===== config.mk =====
export PLATFORM = sky130hd
export DESIGN_NAME = barrier_sense_unit
export DESIGN_NICKNAME = d
export VERILOG_FILES = /design/src/rtl/barrier_pkg.sv /design/src/rtl/barrier_popcount.sv /design/src/rtl/barrier_arrival_track.sv /design/src/rtl/barrier_count_core.sv /design/src/rtl/barrier_sense_unit.sv
export SDC_FILE = /design/constraint.sdc
export NUM_CORES = 1
export LEC_CHECK = 0
export BUFFER_PORTS_ARGS = -buffer_cell sky130_fd_sc_hd__buf_2
export CAP_MARGIN = 30
export CORE_ASPECT_RATIO = 0.5
export CORE_MARGIN = 1.5
export CORE_UTILIZATION = 46
export DETAILED_ROUTE_END_ITERATION = 8
export PLACE_DENSITY_LB_ADDON = 0.08
export SYNTH_ARGS = -nofsm -noshare
export SYNTH_HDL_FRONTEND = slang
export SYNTH_SLANG_ARGS = --single-unit

===== constraint.sdc =====
create_clock -name clk -period 3.81 [get_ports clk]
set_clock_uncertainty 0.05 [all_clocks]
set_input_delay 0.381 -clock clk [delete_from_list [all_inputs] [get_ports clk]]
set_output_delay 0.381 -clock clk [all_outputs]
set_load 0.03 [all_outputs]

===== src/rtl/barrier_pkg.sv =====
package barrier_pkg;
  typedef enum logic {SENSE_LO = 1'b0, SENSE_HI = 1'b1} sense_e;
endpackage


===== src/rtl/barrier_popcount.sv =====
module barrier_popcount #(
  parameter int N_P = 8,
  parameter int CW  = 4
) (
  input  logic [N_P-1:0] bits_i,
  output logic [CW-1:0]  ones_o
);
  logic [CW-1:0] part [N_P+1];
  assign part[0] = '0;
  for (genvar g = 0; g < N_P; g++) begin : g_add
    assign part[g+1] = part[g] + CW'(bits_i[g]);
  end
  assign ones_o = part[N_P];
endmodule


===== src/rtl/barrier_arrival_track.sv =====
module barrier_arrival_track #(
  parameter int N_P = 8
) (
  input  logic           clk,
  input  logic           rst_n,
  input  logic [N_P-1:0] arrive,
  input  logic [N_P-1:0] arrive_sense,
  input  logic           episode_done,
  output logic [N_P-1:0] valid_o,
  output logic [N_P-1:0] arrived_q,
  output logic [N_P-1:0] lsense_q,
  output logic [N_P-1:0] dup_err_q
);
  for (genvar g = 0; g < N_P; g++) begin : g_proc
    assign valid_o[g] = arrive[g] & ~arrived_q[g];

    always_ff @(posedge clk) begin
      if (!rst_n) begin
        arrived_q[g] <= 1'b0;
        lsense_q[g]  <= 1'b0;
        dup_err_q[g] <= 1'b0;
      end else begin
        dup_err_q[g] <= arrive[g] & arrived_q[g];
        if (valid_o[g]) lsense_q[g] <= arrive_sense[g];
        if (episode_done)    arrived_q[g] <= 1'b0;
        else if (valid_o[g]) arrived_q[g] <= 1'b1;
      end
    end
  end
endmodule


===== src/rtl/barrier_count_core.sv =====
module barrier_count_core #(
  parameter int N_P = 8,
  parameter int CW  = 4
) (
  input  logic          clk,
  input  logic          rst_n,
  input  logic [CW-1:0] n_valid,
  output logic          done_o,
  output logic [CW-1:0] cnt_q,
  output logic          gsense_q
);
  import barrier_pkg::*;
  localparam logic [CW-1:0] RELOAD = CW'(N_P);

  assign done_o = (n_valid == cnt_q);

  always_ff @(posedge clk) begin
    if (!rst_n) begin
      cnt_q    <= RELOAD;
      gsense_q <= SENSE_LO;
    end else if (done_o) begin
      cnt_q    <= RELOAD;
      gsense_q <= ~gsense_q;
    end else begin
      cnt_q <= cnt_q - n_valid;
    end
  end
endmodule


===== src/rtl/barrier_sense_unit.sv =====
module barrier_sense_unit #(
  parameter int N_P = 8,
  parameter int CW  = 4
) (
  input  logic           clk,
  input  logic           rst_n,
  input  logic [N_P-1:0] arrive,
  input  logic [N_P-1:0] arrive_sense,
  output logic [N_P-1:0] release_o,
  output logic           global_sense,
  output logic [N_P-1:0] dup_err
);
  logic [N_P-1:0] valid;
  logic [N_P-1:0] arrived_q;
  logic [N_P-1:0] lsense_q;
  logic [CW-1:0]  n_valid;
  logic [CW-1:0]  cnt_q;
  logic           done;

  barrier_popcount #(.N_P(N_P), .CW(CW)) u_pop (
    .bits_i(valid), .ones_o(n_valid)
  );

  barrier_arrival_track #(.N_P(N_P)) u_track (
    .clk(clk), .rst_n(rst_n), .arrive(arrive), .arrive_sense(arrive_sense),
    .episode_done(done), .valid_o(valid), .arrived_q(arrived_q),
    .lsense_q(lsense_q), .dup_err_q(dup_err)
  );

  barrier_count_core #(.N_P(N_P), .CW(CW)) u_core (
    .clk(clk), .rst_n(rst_n), .n_valid(n_valid), .done_o(done),
    .cnt_q(cnt_q), .gsense_q(global_sense)
  );

  for (genvar g = 0; g < N_P; g++) begin : g_rel
    assign release_o[g] = ~arrived_q[g] & (lsense_q[g] == global_sense);
  end
endmodule


==> results of run 1 <==
cell type report:
class / instances / area (um2) / area share
multi-input cells: 102 / 810 / 0.442
flip-flops and latches: 29 / 586 / 0.320
repair buffers: 41 / 235 / 0.129
clock buffers: 6 / 82.6 / 0.0451
well taps: 37 / 46.3 / 0.0253
clock inverters: 2 / 37.5 / 0.0205
inverters: 9 / 33.8 / 0.0185
worst reg2reg max path, stage by stage, from the launching register on:
cell     delay, ns
dfxtp_4       0.36
nor2b_4       0.12
ha_1          0.23
inv_1         0.07
fa_1          0.43
fa_1          0.49
fa_2          0.38
fa_2          0.34
xor2_1        0.15
ha_1          0.30
inv_1         0.07
or3_1         0.38
a41oi_2       0.15
a31o_1        0.12
kinds of logic after synthesis:
logic type,count (synthesis),synth area share
and+or+nand+nor,58,0.225
DFF,29,0.413
AOI/OAI and AO/OA,21,0.126
buffers and inverters,12,0.0329
adders and majority gates,11,0.125
xor gates and xnor gates,9,0.0561
muxes,3,0.0214
cells in the final DEF, fill, tap and decap left out, types with 7 or more instances in the layout:
cell type,n
and3_1,9
buf_2,34
dfxtp_1,27
inv_1,8
nand2_1,10
nand2b_1,7
nor2_1,12
o21a_1,8
xor2_1,9
per-layer routing:
| metal | part of all wire | routed length (um) | up-vias | track usage |
|---|---|---|---|---|
| li1 | - | - | 574 | - |
| met1 | 0.51 | 1490 | 506 | 0.261 |
| met4 | 0.0087 | 25 | 0 | 0.0414 |
| met3 | 0.055 | 160 | 6 | 0.0891 |
| met5 | 0 | 0 | - | 0 |
| met2 | 0.42 | 1220 | 25 | 0.283 |
through the flow:
step	worst slack [ns]	power [mW]	utilization
2_1_floorplan	0.0601	1.08	-
3_3_place_gp	-0.0833	1.28	0.603
3_5_place_dp	-0.191	1.31	0.603
4_1_cts	0.0305	1.67	0.649
5_1_grt	-0.00854	1.84	0.666
6_report	0.107	1.70	0.666
worst max path at each step:
stage / endpoint / cells after the start / slack (ns)
finish: u_core.cnt_q[2] / 13 / 0.11
global route: u_core.cnt_q[3] / 12 / -0.009
CTS: u_core.cnt_q[2] / 13 / 0.03
detailed placement: u_core.cnt_q[1] / 14 / -0.19
global placement: u_core.cnt_q[1] / 14 / -0.08
floorplan: u_core.cnt_q[2] / 13 / 0.06
repair_timing:
action                                  in CTS  in global routing
endpoints found under the setup margin       3                 11
cloned                                       0                  0
buffers inserted                             0                  1
resized for setup                            3                  8
state kept, by name, summed over array words and instances (netlist names):
register and count:
u_track.lsense_q 8, u_track.arrived_q 8, u_track.dup_err_q 8, u_core.gsense_q 1, u_core.cnt_q 4
where the power goes:
| part | internal, mW | switching (mW) | total [mW] |
|---|---|---|---|
| Clock | 0.212 | 0.124 | 0.336 |
| Sequential | 0.375 | 0.0723 | 0.447 |
| Combinational | 0.394 | 0.520 | 0.915 |
==> results.toml, run 1 <==
[outcome]
outcome = "finished, final reports clean"

[pwr]
power_leakage_nw = 0.894
powerDensity_nw_per_um2 = 928
ir_drop_mv = 0.471

[place]
gp_congestion = 0.815
dp_cells = 217
port_buffers = 34
dpl.hpwl_mm = 2.09
placed_cell_area_um2 = 1660

[detailed_routing]
postRouteAntennaNets = 0
drt_first_iter_violations = 16
dr.pass1.iters = 4
vias = 1111
drc = 0
routed_wl_mm = 2.89
viasPerCell = 4.92
wl_per_cell_um = 12.8

[layout]
num_antenna_cells = 0
nNetsFinal = 217
final_cells = 226
area_growth_pct = 30.3
final_layout_size_suffix_gt1_frac = 0.323
stdcell_area_um2 = 1830
nFillCells = 235

[logic_synthesis]
synth_warnings = 0
ys.flop_type = "dfxtp_1"
syn_inst = 143
synth_nets = 172
ys_types = 32
yosys_register_bits = 29
synth.area.top_cells = "dfxtp_1 41%, fa_1 7.1%, xor2_1 5.6%, ha_1 5.3%, o21a_1 4.3%"
syn-cell-area_um2 = 1410
yosysMostFrequentCell = "dfxtp_1"
synth_top_cell_area_share = 0.413
ys_seq_area_frac = 0.413
synth_area_leader_cell = "dfxtp_1"
ys_async_sr_fraction = 0
synth_edf_count = 0
syn_avg_cell_area_um2 = 9.83
ys_top_cells_by_count = "29 x dfxtp_1, 13 x nor2_1, 10 x nand2_1"

[sta]
setup_viol = 0
hold_violations = 0
slew_headroom = 0.597
drv_slew = 0
worst_pin_slew_ns = 0.604
period_share = 0.972
max_freq_mhz = 270
period_needed_ns = 3.70
fin_hold_ws_ns = 0.281
fin_setup_tns_ns = 0
rsz0062_at_grt = "yes"

[worst_setup_path]
worstSetupPathType = "flop to flop"
cp.arrival_ns = 3.88
crit_start = "u_track.arrived_q[1]"
crit_path_cell_trace = "nor2b_4, ha_1, inv_1, fa_1, fa_1, fa_2, fa_2, xor2_1, ha_1, inv_1, or3_1, a41oi_2, a31o_1"
crit_buf_inv = 2
r2r_end = "u_core.cnt_q[2]"
worstRegToRegCells = 13
cp_slowest_cell = "fa_1"
slowest_delay_ns = 0.49
worst_setup_path_start_kind = "flop"
path_max_fanout = 4
worstPathRequired_ns = 3.99
cp-end-kind = "flop"
path_delay_family = "adder cells"
reg2reg_from = "u_track.arrived_q[1]"
reg2reg_slack_ns = 0.11

[worst_hold_path]
min_to = "u_track.lsense_q[0]"
min_path_cells = 3
min_path_type = "input pin to flop"
min_from = "arrive_sense[0]"

[die]
rows = 13
die_area_um2 = 3420
die_w_um = 81.2
initial_utilization = 0.511
core_um2 = 2750
io_pins = 35
die_h_um = 42.1

[cts]
cts_tree = "done"
cts_sinks = 29
hold_buffers = 0
clk_latency_ns = 0.28
h-tree-depth = 2
path_clk_slew_ns = 0.07
clockBufferDepth = 2
cts_root_buf = "clkbuf_8"
cts_made_buffers = 5

[global_route]
overflow = 0
grt_pass1_wl_mm = 4.73
grt_util_all_layers = 0.194
antenna_found_initial = 0
grt_start_max_net_pins = 15
grt_pass1_vias = 975

[run]
drv_cap = 0
Power figures use the tool's default switching activity.
==> run 2, diff against run 1 <==
RECOVER_POWER = 50   (was unset)
==> results.toml, run 2 (synthesis gave the netlist of run 1 again) <==
[outcome]
outcome = "finished, final reports clean"

[place]
port_buffers = 34
gp_congestion = 0.815
placed_cell_area_um2 = 1660
dpl.hpwl_mm = 2.09
dp_cells = 217
dp_slack_ns = -0.191

[sta]
setup_viol = 0
hold_violations = 0
period_share = 0.973
drv_slew = 0
fin_hold_ws_ns = 0.280
worst_slack_ns = 0.104
period_needed_ns = 3.71
max_freq_mhz = 270
slew_headroom = 0.571
worst_pin_slew_ns = 0.644
rsz0062_at_grt = "yes"

[detailed_routing]
dr.pass1.iters = 4
drc = 0
drt_first_iter_violations = 13
viasPerCell = 4.95
vias = 1118
routed_wl_mm = 2.89
wl_per_cell_um = 12.8
postRouteAntennaNets = 0

[pwr]
ir_drop_mv = 0.472
pwr-share-clk = 0.198
power_leakage_nw = 0.866
p_sw_frac = 0.422
power.internal_mw = 0.980
pwr-share-comb = 0.538
seq_power_share = 0.264
powerDensity_nw_per_um2 = 931
power.switching_mw = 0.717

[worst_setup_path]
path_max_fanout = 4
worst_setup_path_start_kind = "flop"
worstPathRequired_ns = 3.98
crit_path_cell_trace = "nor2b_4, ha_1, inv_1, fa_1, fa_1, fa_2, fa_2, xor2_1, ha_1, inv_1, or3_1, a41oi_2, a31o_1"
cp.arrival_ns = 3.88
worstSetupPathType = "flop to flop"
cp_slowest_cell = "fa_1"
r2r_end = "u_core.cnt_q[2]"
slowest_delay_ns = 0.49
cp-end-kind = "flop"
worstRegToRegCells = 13
reg2reg_from = "u_track.arrived_q[1]"
reg2reg_slack_ns = 0.10

[global_route]
grt_pass1_vias = 975
antenna_found_initial = 0
overflow = 0
grt_start_max_net_pins = 15
grt_util_all_layers = 0.194
grt_pass1_wl_mm = 4.73

[layout]
num_antenna_cells = 0
area_growth_pct = 29.7
stdcell_area_um2 = 1820
layout_common_cells = "27 x buf_2, 27 x dfxtp_1, 12 x nor2_1"
final_layout_size_suffix_gt1_frac = 0.286
reg.largest.list = "u_track.arrived_q (8), u_track.dup_err_q (8), u_track.lsense_q (8)"
final_cells = 226
fin_util = 0.663
nFillCells = 240
nNetsFinal = 217

[worst_hold_path]
min_path_type = "input pin to flop"
min_to = "u_track.lsense_q[0]"
min_from = "arrive_sense[0]"
min_path_cells = 3

[cts]
cts_root_buf = "clkbuf_8"
path_clk_slew_ns = 0.07
hold_buffers = 0
cts_tree = "done"
clockBufferDepth = 2
cts_made_buffers = 5
h-tree-depth = 2
cts_sinks = 29
clk_latency_ns = 0.28

[die]
rows = 13
core_um2 = 2750
die_h_um = 42.1
die_area_um2 = 3420
die_w_um = 81.2
initial_utilization = 0.511
io_pins = 35

[run]
drv_cap = 0
run 2: how the worst max path moves through the flow:
| stage | cells past startpoint | slack (ns) | from | endpoint |
|---|---|---|---|---|
| floorplan | 13 | 0.06 | arrive[1] | u_core.cnt_q[2] |
| global placement | 14 | -0.08 | arrive[0] | u_core.cnt_q[1] |
| detailed placement | 14 | -0.19 | arrive[0] | u_core.cnt_q[1] |
| CTS | 13 | 0.03 | u_track.arrived_q[1] | u_core.cnt_q[2] |
| global route | 12 | -0.009 | u_track.arrived_q[1] | u_core.cnt_q[3] |
| finish | 13 | 0.10 | u_track.arrived_q[1] | u_core.cnt_q[2] |
run 2: power groups by stage:
stage	Combinational (mW)	Clock (mW)	Sequential, mW
finish	0.912	0.336	0.448
detailed placement	0.863	0	0.447
global placement	0.839	0	0.446
global route	1.02	0.361	0.459
floorplan	0.637	0	0.440
CTS	0.883	0.342	0.444
run 2: cell type report:
| class | instances | area, um2 | share of cell area |
|---|---|---|---|
| clock inverter | 2 | 37.5 | 0.0206 |
| multi-input combinational | 102 | 810 | 0.444 |
| inverter | 9 | 33.8 | 0.0185 |
| sequential | 29 | 586 | 0.321 |
| tap | 37 | 46.3 | 0.0254 |
| clock buffer | 6 | 82.6 | 0.0453 |
| timing repair buffer | 41 | 226 | 0.124 |
run 2: worst max-delay path, delay by kind of cell, from the launching register on:
family | cells | cell delay [ns]
compound gates | 2 | 0.27
xor+xnor | 1 | 0.15
fa+ha+maj | 6 | 2.17
buf+inv | 2 | 0.14
flops | 1 | 0.36
simple gates | 2 | 0.50
run 2: what timing repair did:
action / 4_1_cts / 5_1_grt
resized for setup: 3 / 8
setup buffers: 0 / 1
endpoints found under the setup margin: 3 / 11
run 2: routing by layer:
metal  routed length [um]  GRT usage  vias to the layer above
li1                     -          -                      574
met1                 1480      0.261                      511
met2                 1210      0.283                       27
met3                  169     0.0891                        6
met4                   25     0.0414                        0
met5                    0          0                        -
run 2: metrics by stage:
step	TNS [ns]	total power, mW
final	0	1.70
after CTS	0	1.67
after global routing	-0.00958	1.84
after floorplan	0	1.08
after detailed placement	-1.66	1.31
after global placement	-0.524	1.28
==> run 3, diff against run 2 <==
clock period = 4.53 ns   (was 3.81 ns; I/O delays follow)
==> results.toml, run 3 (synthesis gave the netlist of run 1 again) <==
[outcome]
outcome = "finished, final reports clean"

[global_route]
grt_pass1_vias = 998
grt_pass1_wl_mm = 4.63
overflow = 0
grt_start_max_net_pins = 15
antenna_found_initial = 0
grt_util_all_layers = 0.191

[worst_setup_path]
path_max_fanout = 9
cp_common_cell = "fa_1"
worstSetupPathType = "flop to flop"
cp.arrival_ns = 4.15
slowest_delay_ns = 0.48
worst_setup_path_start_kind = "flop"
path_delay_family = "adder cells"
crit_path_cell_trace = "nor2b_1, ha_1, inv_1, fa_1, fa_1, fa_1, fa_1, xor2_1, ha_1, inv_1, nor2_1, a31oi_4, and2_1"
cp_slowest_cell = "fa_1"
worstPathRequired_ns = 4.66
crit_buf_inv = 2
cp-end-kind = "flop"

[die]
die_h_um = 42.1
initial_utilization = 0.511
rows = 13
die_w_um = 81.2
core_um2 = 2750
io_pins = 35
die_area_um2 = 3420

[pwr]
ir_drop_mv = 0.350
power.total_mw = 1.27
powerDensity_nw_per_um2 = 752
power_leakage_nw = 0.801

[sta]
setup_viol = 0
fin_hold_ws_ns = 0.351
fin_setup_tns_ns = 0
period_needed_ns = 4.02
max_freq_mhz = 249
slew_headroom = 0.597
drv_slew = 0
rsz0062_at_grt = "no"
worst_pin_slew_ns = 0.605
period_share = 0.888
hold_violations = 0

[detailed_routing]
dr.pass1.iters = 4
vias = 1071
drt_first_iter_violations = 22
routed_wl_mm = 2.75
postRouteAntennaNets = 0
wl_per_cell_um = 12.6
drc = 0
viasPerCell = 4.91

[layout]
layout_common_cells = "29 x dfxtp_1, 26 x buf_2, 13 x nor2_1"
nNetsFinal = 210
final_cells = 218
final_common_cell = "dfxtp_1"
final_layout_size_suffix_gt1_frac = 0.193
num_antenna_cells = 0
area_growth_pct = 19.9
fin_util = 0.613
reg.largest.list = "u_track.arrived_q (8), u_track.dup_err_q (8), u_track.lsense_q (8)"

[cts]
hold_buffers = 0
cts_sinks = 29
h-tree-depth = 2
cts_made_buffers = 5
clk_latency_ns = 0.28
clockBufferDepth = 2
cts_setup_buffers = 0
cts_root_buf = "clkbuf_8"
path_clk_slew_ns = 0.06
cts_tree = "done"
post_cts_resize_count = 0

[place]
port_buffers = 34
dp_cells = 211
gp_congestion = 0.795
dpl.hpwl_mm = 2.03

[run]
drv_cap = 0

[worst_hold_path]
min_path_type = "input pin to flop"
run 3: cell types whose count changed in the layout (fill, tap and decap cells not counted), moves of 2 or more:
| cell | before | now |
|---|---|---|
| dfxtp_1 | 27 | 29 |
| buf_4 | 6 | 0 |
| nor2b_1 | 2 | 4 |
| clkbuf_1 | 7 | 9 |
| fa_2 | 2 | 0 |
| fa_1 | 3 | 5 |
| nor2b_4 | 2 | 0 |
run 3: layout make-up:
cell class / count / area [um2]
fillers: 259 / 1060
multi-input cells: 102 / 778
flip-flops and latches: 29 / 581
repair buffers: 34 / 160
clock buffers: 7 / 86.3
well taps: 37 / 46.3
inverters: 9 / 33.8
run 3: per-stage QoR:
stage          setup slack [ns]  area, um2
3_5_place_dp              0.254       1610
2_1_floorplan             0.637       1410
5_1_grt                   0.297       1690
4_1_cts                   0.482       1700
3_3_place_gp              0.349       1610
6_report                  0.508       1690
run 3: path summary, 6_finish.rpt:
check	start	endpoint	slack, ns	depth (start not counted)
worst max-delay path	u_track.arrived_q[0]	u_core.cnt_q[1]	0.51	13
worst max register to register	u_track.arrived_q[0]	u_core.cnt_q[1]	0.51	13
worst min-delay path	arrive[0]	u_track.arrived_q[0]	0.35	2
worst min register to register	u_track.lsense_q[3]	u_track.lsense_q[3]	0.42	2
run 3: where the power goes:
part / internal [mW] / switching (mW) / leakage, nW
clock: 0.120 / 0.0930 / 0.0443
combinational: 0.278 / 0.407 / 0.517
sequential: 0.314 / 0.0564 / 0.239
total: 0.712 / 0.556 / 0.801
run 3: layer usage:
metal	GRT usage	up-vias	wire, um
met5	0	-	0
met4	0.0931	0	60
met3	0.0761	6	154
met2	0.267	22	1130
met1	0.253	486	1410
li1	-	557	-
run 3: worst reg2reg max path: cells and delay by family, from the launching register on:
kind,cells,cell delay [ns]
AO/OA/AOI/OAI,1,0.19
buffers and inverters,2,0.14
adder cells (fa/ha/maj),6,2.39
XOR/XNOR,1,0.15
flip-flops,1,0.34
AND/OR/NAND/NOR,3,0.67
